<file path="src/rtl/line_act_pkg.sv">
package line_act_pkg;

  typedef enum logic [2:0] {
    ST_FULL_RST = 3'd0,
    ST_RX_RST   = 3'd1,
    ST_STARTING = 3'd2,
    ST_ACTIVE   = 3'd3,
    ST_DEACT    = 3'd4
  } lac_state_e;

  typedef struct packed {
    logic req;
    logic fail;
    logic los;
    logic lsync;
    logic dto;
  } lac_evt_t;

  function automatic int lac_max2(input int a, input int b);
    return (a > b) ? a : b;
  endfunction

endpackage

</file>
<file path="src/rtl/lac_tick_timer.sv">
module lac_tick_timer #(
  parameter int CW = 8
) (
  input  logic          clk,
  input  logic          rst_n,
  input  logic          clr,
  input  logic          run,
  input  logic          tick,
  input  logic [CW-1:0] limit,
  output logic          expire
);

  logic [CW-1:0] cnt_q;
  logic [CW-1:0] cnt_d;
  logic          cnt_en;

  assign expire = run && tick && (cnt_q == limit - CW'(1));
  assign cnt_en = clr || (run && tick && (cnt_q != limit));

  always_comb begin
    cnt_d = cnt_q;
    if (clr) begin
      cnt_d = '0;
    end else if (run && tick && (cnt_q != limit)) begin
      cnt_d = cnt_q + CW'(1);
    end
  end

  always_ff @(posedge clk or negedge rst_n) begin
    if (!rst_n) begin
      cnt_q <= '0;
    end else if (cnt_en) begin
      cnt_q <= cnt_d;
    end
  end

  // the count never runs past the limit it is timing against
  p_cnt_bound_r11: assert property (@(posedge clk) disable iff (!rst_n)
    cnt_q <= limit);

  // the count only moves on a tick or a restart
  p_cnt_on_tick_r11: assert property (@(posedge clk) disable iff (!rst_n)
    (!tick && !clr) |=> $stable(cnt_q));

endmodule

</file>
<file path="src/rtl/lac_next_state.sv">
module lac_next_state
  import line_act_pkg::*;
(
  input  lac_state_e state_q,
  input  logic       start_bit,
  input  logic       tone_det,
  input  logic       tx_active,
  input  logic       rx_sig,
  input  logic       st_exp,
  input  logic       los_exp,
  input  logic       lsy_exp,
  input  logic       frm_sync,
  output lac_state_e state_d,
  output lac_evt_t   evt
);

  always_comb begin
    state_d = state_q;
    evt     = '0;
    case (state_q)
      ST_FULL_RST: begin
        if (start_bit) begin
          state_d = ST_STARTING;
          evt.req = 1'b1;
        end else if (tone_det) begin
          state_d = ST_STARTING;
        end
      end
      ST_RX_RST: begin
        if (tone_det) begin
          state_d = ST_STARTING;
        end else if (st_exp) begin
          state_d = ST_FULL_RST;
        end
      end
      ST_STARTING: begin
        if (frm_sync) begin
          state_d = ST_ACTIVE;
        end else if (st_exp) begin
          state_d  = ST_FULL_RST;
          evt.fail = 1'b1;
        end
      end
      ST_ACTIVE: begin
        if (!start_bit) begin
          state_d = ST_DEACT;
        end else if (los_exp) begin
          evt.los = 1'b1;
          state_d = tx_active ? ST_FULL_RST : ST_RX_RST;
        end else if (lsy_exp) begin
          evt.lsync = 1'b1;
          state_d   = ST_FULL_RST;
        end
      end
      ST_DEACT: begin
        if (!rx_sig) begin
          state_d = ST_FULL_RST;
        end else if (st_exp) begin
          state_d = ST_FULL_RST;
          evt.dto = 1'b1;
        end
      end
      default: state_d = ST_FULL_RST;
    endcase
  end

endmodule

</file>
<file path="src/rtl/line_act_ctrl.sv">
module line_act_ctrl
  import line_act_pkg::*;
#(
  parameter int RXR_MS     = 40,
  parameter int STARTUP_MS = 15000,
  parameter int LOS_MS     = 480,
  parameter int LSYNC_MS   = 480,
  parameter int DEACT_MS   = 520
) (
  input  logic       clk,
  input  logic       rst_n,
  input  logic       tick_ms,
  input  logic       start_bit,
  input  logic       rx_sig,
  input  logic       tx_active,
  input  logic       frm_sync,
  input  logic       tone_det,
  output logic [2:0] state_o,
  output logic       startup_req,
  output logic       los_flag,
  output logic       lsync_flag,
  output logic       startup_fail,
  output logic       deact_tmo
);

  localparam int MAX_MS = lac_max2(lac_max2(lac_max2(RXR_MS, STARTUP_MS),
                                            lac_max2(LOS_MS, LSYNC_MS)), DEACT_MS);
  localparam int CW     = $clog2(MAX_MS + 1);
  localparam int NLOSS  = 2;

  // reset: asynchronous assert, synchronous release
  logic [1:0] rst_pipe_q;
  logic       rst_int_n;

  always_ff @(posedge clk or negedge rst_n) begin
    if (!rst_n) begin
      rst_pipe_q <= 2'b00;
    end else begin
      rst_pipe_q <= {rst_pipe_q[0], 1'b1};
    end
  end
  assign rst_int_n = rst_pipe_q[1];

  lac_state_e    state_q, state_d;
  lac_evt_t      evt;
  logic          st_timed, st_exp, st_chg;
  logic [CW-1:0] st_limit;
  logic [NLOSS-1:0] loss_ok, loss_exp;
  logic [CW-1:0]    loss_lim [NLOSS];
  logic          req_q;
  logic          los_q, lsync_q, fail_q, dto_q;

  // state supervision timer limit per state
  always_comb begin
    st_timed = 1'b1;
    case (state_q)
      ST_RX_RST:   st_limit = CW'(RXR_MS);
      ST_STARTING: st_limit = CW'(STARTUP_MS);
      ST_DEACT:    st_limit = CW'(DEACT_MS);
      default: begin
        st_limit = CW'(1);
        st_timed = 1'b0;
      end
    endcase
  end

  assign st_chg = (state_d != state_q);

  lac_tick_timer #(.CW(CW)) u_st_tmr (
    .clk    (clk),
    .rst_n  (rst_int_n),
    .clr    (st_chg),
    .run    (st_timed),
    .tick   (tick_ms),
    .limit  (st_limit),
    .expire (st_exp)
  );

  // loss supervisors in the active state: [0] received signal, [1] frame sync
  assign loss_ok     = {frm_sync, rx_sig};
  assign loss_lim[0] = CW'(LOS_MS);
  assign loss_lim[1] = CW'(LSYNC_MS);

  for (genvar g = 0; g < NLOSS; g++) begin : g_loss
    lac_tick_timer #(.CW(CW)) u_loss_tmr (
      .clk    (clk),
      .rst_n  (rst_int_n),
      .clr    ((state_q != ST_ACTIVE) || loss_ok[g]),
      .run    ((state_q == ST_ACTIVE) && !loss_ok[g]),
      .tick   (tick_ms),
      .limit  (loss_lim[g]),
      .expire (loss_exp[g])
    );
  end

  lac_next_state u_nxt (
    .state_q   (state_q),
    .start_bit (start_bit),
    .tone_det  (tone_det),
    .tx_active (tx_active),
    .rx_sig    (rx_sig),
    .st_exp    (st_exp),
    .los_exp   (loss_exp[0]),
    .lsy_exp   (loss_exp[1]),
    .frm_sync  (frm_sync),
    .state_d   (state_d),
    .evt       (evt)
  );

  always_ff @(posedge clk or negedge rst_int_n) begin
    if (!rst_int_n) begin
      state_q <= ST_FULL_RST;
      req_q   <= 1'b0;
      los_q   <= 1'b0;
      lsync_q <= 1'b0;
      fail_q  <= 1'b0;
      dto_q   <= 1'b0;
    end else begin
      state_q <= state_d;
      req_q   <= evt.req;
      if (evt.los)   los_q   <= 1'b1;
      if (evt.lsync) lsync_q <= 1'b1;
      if (evt.fail)  fail_q  <= 1'b1;
      if (evt.dto)   dto_q   <= 1'b1;
    end
  end

  assign state_o      = state_q;
  assign startup_req  = req_q;
  assign los_flag     = los_q;
  assign lsync_flag   = lsync_q;
  assign startup_fail = fail_q;
  assign deact_tmo    = dto_q;

  // a request pulse only appears on first entry to starting from full reset
  p_req_from_full_r2: assert property (@(posedge clk) disable iff (!rst_int_n)
    req_q |-> (state_q == ST_STARTING) && ($past(state_q) == ST_FULL_RST));

  // leaving receive reset never raises the start-up request
  p_rxrst_no_req_r3: assert property (@(posedge clk) disable iff (!rst_int_n)
    (state_q == ST_RX_RST) |=> !req_q);

  // failure flag is sticky
  p_fail_sticky_r5: assert property (@(posedge clk) disable iff (!rst_int_n)
    fail_q |=> fail_q);

  // loss-of-signal flag rises only when leaving active to a reset state
  p_los_exit_r6: assert property (@(posedge clk) disable iff (!rst_int_n)
    $rose(los_q) |-> ($past(state_q) == ST_ACTIVE) &&
                     (state_q == ST_RX_RST || state_q == ST_FULL_RST));

  // deactivating exits only to full reset
  p_deact_exit_r8: assert property (@(posedge clk) disable iff (!rst_int_n)
    (state_q == ST_DEACT) |=> (state_q == ST_DEACT || state_q == ST_FULL_RST));

  // state code stays within the defined set
  p_code_legal_r11: assert property (@(posedge clk) disable iff (!rst_int_n)
    state_q <= ST_DEACT);

endmodule

</file>
<file path="config.mk">
export PLATFORM = sky130hd
export DESIGN_NAME = line_act_ctrl
export DESIGN_NICKNAME = d
export VERILOG_FILES = /design/src/rtl/line_act_pkg.sv /design/src/rtl/lac_tick_timer.sv /design/src/rtl/lac_next_state.sv /design/src/rtl/line_act_ctrl.sv
export SDC_FILE = /design/constraint.sdc
export NUM_CORES = 1
export LEC_CHECK = 0
export BUFFER_PORTS_ARGS = -buffer_cell sky130_fd_sc_hd__buf_4
export CAP_MARGIN = 10
export CELL_PAD_IN_SITES_DETAIL_PLACEMENT = 0
export CELL_PAD_IN_SITES_GLOBAL_PLACEMENT = 1
export CORE_MARGIN = 4
export CORE_UTILIZATION = 42
export CTS_CLUSTER_SIZE = 14
export DETAILED_ROUTE_END_ITERATION = 10
export PLACE_DENSITY = 0.73
export RECOVER_POWER = 100
export SYNTH_ARGS = -nofsm -noshare
export SYNTH_HDL_FRONTEND = slang
export SYNTH_SLANG_ARGS = --single-unit
</file>
<file path="constraint.sdc">
create_clock -name clk -period 1.4 [get_ports clk]
set_input_delay 0.07 -clock clk [delete_from_list [all_inputs] [get_ports clk]]
set_output_delay 0.07 -clock clk [all_outputs]
set_load 0.1 [all_outputs]
</file>
# Word-level counts from Yosys, hierarchy flattened
# Cells that the tools add are included.
# Widths: inputs -> output; s select.
# totals
regBits	52
out_inout_bits	8
word_cells	83
# classes
n_addsub	4
eq_ne	12
n_mux	31
reduce_logical	26
# op_table
op	n
$mux 14	6
$add 14x1->14 const B	3
$pmux 14 s3	1
$eq 14x9->1 const B	2
$ne 14x9->1 const B	2
$mux 3	9
$pmux 3 s5	1
$eq 14x14->1	1
$ne 14x14->1	1
$sub 14x1->14 const B	1
$mux 1	12
$logic_and 1x1->1	11
$eq 3x2->1 const B	2
$reduce_and 2->1	3
$reduce_bool 2->1	3
$logic_or 1x1->1	5
$mux 2	2
$eq 3x1->1 const B	1
$eq 3x3->1 const B	1
$logic_not 3->1	1
$ne 3x2->1 const B	1
$ne 3x3->1	1
$reduce_or 3->1	1
$logic_not 1->1	2

# Depth between registers and ports, before layout
# logic_depth
depth_word	11
ltp_mapped	9

# Modules after synthesis
# From an unflattened synthesis, not the netlist that was laid out.
# hier_totals
cells_unflattened	520
hier_area_um2	4524.3
# by_module_without_submodules
module	n_inst	cells_per_inst	area_each_um2
lac_tick_timer (g_loss[0].u_loss_tmr ...)	2	152	1321.3
lac_tick_timer (u_st_tmr)	1	154	1285.0
line_act_ctrl	1	36	416.6
lac_next_state	1	26	180.2

# Worst setup path before layout
# No wires, ideal clock.
# synth_timing
kind	flip-flop to flip-flop
start	reg state_q[2], in the netlist state_o[2]
end	reg u_st_tmr.cnt_q[10]
setup_ps	126
arrival_time_ps	2561
required_time_ps	1274
slack_ps	-1287
path_stages_with_launch	10
path_buffers	3
synth_period_minus_slack_ps	2687
cell_sequence	dfrtp_1 > buf_2 > buf_2 > o211ai_2 > nor4_2 > o21a_4 > o211a_4 > a2bb2oi_4 > buf_6 > nor3_2
# synth_via
elab_chain_cells	11
elab_cells_between_ends	35
classes_between	add/sub: 1; eq/ne: 7; mux: 13; reduce/logical: 14
# synth_rtl
item	line	text
start: declaration	line_act_ctrl.sv:44	lac_state_e state_q, state_d;
start signal: assignment	line_act_ctrl.sv:119	state_q <= state_d;
$eq 3x3->1 (tied with other cells)	lac_next_state.sv:20, line_act_ctrl.sv:56	
$pmux 14 s3 (tied with other cells)	line_act_ctrl.sv:56	case (state_q)
$sub 14x1->14 (tied with other cells)	lac_tick_timer.sv:17	assign expire = run && tick && (cnt_q == limit - CW'(1));
$eq 14x14->1 (tied with other cells)	lac_tick_timer.sv:17	
$logic_and 1x1->1 or $mux 3 (tied branches)	lac_tick_timer.sv:17, lac_next_state.sv:50	
$mux 3 (on tied branches) (2 in a row)	-	
$pmux 3 s5	lac_next_state.sv:20	case (state_q)
$ne 3x3->1	line_act_ctrl.sv:67	assign st_chg = (state_d != state_q);
$reduce_bool 2->1 (no source line) or $logic_or 1x1->1 (tied branches)	-	
$reduce_and 2->1 (no source line)	-	
end signal: assignment	lac_tick_timer.sv:33	cnt_q <= cnt_d;
end: declaration	lac_tick_timer.sv:13	logic [CW-1:0] cnt_q;
# Parallel ways exist; a longest one is shown, timed or not.
# A chain may end at the register's enable or synchronous reset.

# Worst setup path after layout
# layout_timing
start	reg state_q[1], in the netlist state_o[1]
end	reg u_st_tmr.cnt_q[10]
# The elaborated chain is that of the path after synthesis.

==> flow_metrics.tcl <==
set metrics [dict create \
    status "complete, but fails checks" \
    violations "setup timing" \
    grt_overflow 0 \
    drt_iter0_drc 74 \
    synth_simple_gate_area_share 0.276 \
    setup_viol 48 \
    post_drt_wl_per_cell_um 15.4 \
    critPathBufInv 4 \
    fin_ws_ns -0.793 \
    synth_edf_count 0 \
    diodes 0 \
    vias 2705 \
    seq_area_mm2 0.00131 \
    rows 30 \
    cts_sinks 52 \
    clkPwrFrac 0.162 \
    crit_fanout 11 \
    port_buffers 15 \
    initial_core_util 0.431 \
    route.detailed.drc 0 \
    first_global_vias 2720 \
    cp_slowest_cell "dfrtp_2" \
    fillerInstances 502 \
    mappedNetlistArea_mm2 0.00293 \
    synthAdderAreaFrac 0.0213 \
    via_per_inst 5.09 \
    cellInternalPower_mw 3.53 \
    finalCritPeriodShare 1.57 \
    critical_path_class "reg2reg" \
    ant_nets 0 \
    cts_inserted_buffers 5 \
    antenna_found_initial 0 \
    critical_path.cell_chain "buf_6 -> buf_4 -> buf_6 -> mux2i_1 -> o22ai_1 -> nand2_1 -> nand3_1 -> a2bb2oi_4 -> clkbuf_16 -> nor3_2" \
    grt_first_pass_wirelength_um 12900 \
    synthToLayoutAreaGrowth_pct 59.8 \
    clkLatencyLatePin_ns 0.31 \
    report.power.total_mw 5.79 \
    worst_pin_slew_ns 0.701 \
    grt_max_degree 51 \
    placedCellCount 495 \
    ys_top_cells_by_area "dfrtp_1, xor2_1, nor2_1" \
    yosysMostFrequentCell "dfrtp_1" \
    synthCells 298 \
    synthesis.nets 311 \
    cts_htree_levels 2 \
    place_ws_ns -0.741 \
    combinationalPowerShare 0.546 \
    die_area_mm2 0.00838 \
    seq_power_share 0.291 \
    fmaxAchievable_ghz 0.456 \
    worstHoldPathType "in2async" \
    maxCapViolations 0 \
    leakagePower_nw 2.19 \
    final_core_util 0.689 \
    root_buffer "clkbuf_8" \
    cts_tree "done" \
    ys_seq_elements 52 \
    synth_top_area_cell "dfrtp_1" \
    avgSynthCellArea_um2 9.83 \
    r2r_setup_slack_ns -0.79 \
    fin_nets 448 \
    finClkSkew_ns 0.00782 \
    hold_viol_final 0 \
    dr.pass1.iters 4 \
    place.gp.congestion 0.865 \
    die_h_um 91.5 \
    synthArstFlopShare 1.00 \
    cellPowerDensity_mw_per_mm2 1240 \
    ioPinCount 16 \
    synth_top_cells_by_count "dfrtp_1, nor2_1, nand2_1, xor2_1, nand3_1" \
    synth_top_family_by_area "simple AND/OR/NAND/NOR gates" \
    p_switching_mw 2.25 \
    crit_top_cell "buf_6" \
    post-route-min-period_ns 2.19 \
    cp_top_family "buffers and inverters" \
    dp_hpwl_um 4960 \
    clk_pin_slew_ns 0.10 \
    multi_input_area_mm2 0.00189 \
    switching_share 0.389 \
    cts_max_path_buffers 2 \
    layoutNonFillerInstCount 531 \
    grt_util_all_layers 0.191 \
    crit_path_start_kind "flop" \
    wl_um 8150 \
    required_ns 1.63 \
    ir_drop_uv 1160 \
    muxShareOfSynthArea 0.0171 \
    synth_cell_type_count 52 \
    synth_compound_gate_area_share 0.0914 \
    synth_top_area_frac 0.444 \
    ys_seq_area_frac 0.444 \
    die_w_um 91.5 \
    slew_viol_final 0 \
    ys.flop_type "dfrtp_1" \
    yosys_warnings 0 \
    end_kind "flop" \
    synthXorXnorAreaFrac 0.110 \
    tns_ns -22.60 \
    relSlewSlack 0.533 \
    drive_gt1_frac 0.517 \
    slowest_delay_ns 0.53 \
    rsz0062_at_grt "yes" \
    cp.arrival_ns 2.43 \
    core_area_mm2 0.00679 \
]
[worst paths after layout]
| kind | startpoint | endpoint | cells after the start |
|---|---|---|---|
| worst max-delay path | state_o[1] | u_st_tmr.cnt_q[10] | 10 |
| worst min-delay path | rst_n | rst_pipe_q[0] | 2 |
| worst max register to register | state_o[1] | u_st_tmr.cnt_q[10] | 10 |
| worst min register to register | rst_pipe_q[0] | rst_pipe_q[1] | 0 |
| max in group asynchronous | rst_pipe_q[1] | state_o[0] | 1 |
| min in group clk | start_bit | state_o[2] | 3 |
[routing by layer]
layer	global-route usage	up-vias	share of wire
met1	0.245	1322	0.43
li1	-	1311	-
met3	0.0356	16	0.037
met2	0.321	56	0.52
met4	0.0628	0	0.013
met5	0	-	0
[final cells by class]
cell class | instances | share of cell area
inverters | 13 | 0.0115
flip-flops and latches | 52 | 0.279
multi-input cells | 222 | 0.404
repair buffers | 141 | 0.259
well taps | 96 | 0.0257
clock buffers | 7 | 0.0206
[layout by cell type, fill, tap and decap left out, drive strengths merged, types with 2 or more instances in the layout]
cell	synthesis	layout
xor2	23	23
nand4	10	10
o22ai	2	2
nand3b	3	3
o21ai	9	9
nor4b	2	2
a41o	2	2
nand2b	3	3
or3	6	6
o211ai	3	3
inv	13	13
a21o	2	2
nor2	38	38
buf	7	130
xnor2	13	13
nor4	5	5
and3	4	4
clkbuf	4	17
mux2i	5	5
nand3	15	15
a2bb2oi	2	2
a21oi	3	3
nor3	21	21
o21a	2	2
and4	2	2
nor2b	3	3
dfrtp	52	52
nor3b	3	3
ha	5	5
or4	2	2
nand2	22	22
[registers in the layout, indices dropped and copies added (netlist names)]
register and count:
deact_tmo 1, state_o 3, u_st_tmr.cnt_q 14, g_loss.u_loss_tmr.cnt_q 28, startup_fail 1, rst_pipe_q 2, los_flag 1, lsync_flag 1
startup_req 1
[timing repair]
| action | CTS | global route |
|---|---|---|
| endpoints found under the setup margin | 45 | 50 |
| gates resized for setup | 51 | 39 |
| hold buffers | 1 | 0 |
| endpoints found under the hold margin | 2 | 0 |
| pin swaps | 43 | 32 |
| gates cloned | 0 | 1 |
| setup buffers | 22 | 8 |
[worst reg2reg max path: stages, from the launching register on]
cell and delay, ns:
dfrtp_2 0.53, buf_6 0.17, buf_4 0.12, buf_6 0.15
mux2i_1 0.21, o22ai_1 0.13, nand2_1 0.10, nand3_1 0.13
a2bb2oi_4 0.22, clkbuf_16 0.18, nor3_2 0.17
[cell families after synthesis]
kind of cell | after synthesis
AND/OR/NAND/NOR | 143
flip-flops | 52
XOR/XNOR | 36
AO/OA/AOI/OAI | 32
buffers and inverters | 24
adder cells (fa/ha/maj) | 5
multiplexers | 5
other | 1
[per-stage QoR]
stage / hold slack, ns / cell area (um2)
global placement: -0.147 / 3980
finish: 0.0609 / 4680
floorplan: -0.226 / 3070
global route: 0.0748 / 4680
detailed placement: -0.147 / 3980
CTS: 0.0643 / 4490
[power groups by stage]
stage               Sequential [mW]  Clock [mW]  Combinational [mW]
floorplan                      1.98           0                1.16
global placement               1.75           0                2.14
detailed placement             1.75           0                2.15
CTS                            1.71       0.968                2.61
global route                   1.70        1.03                3.33
finish                         1.68       0.940                3.16
No activity file was read; power rests on OpenSTA's default activity.
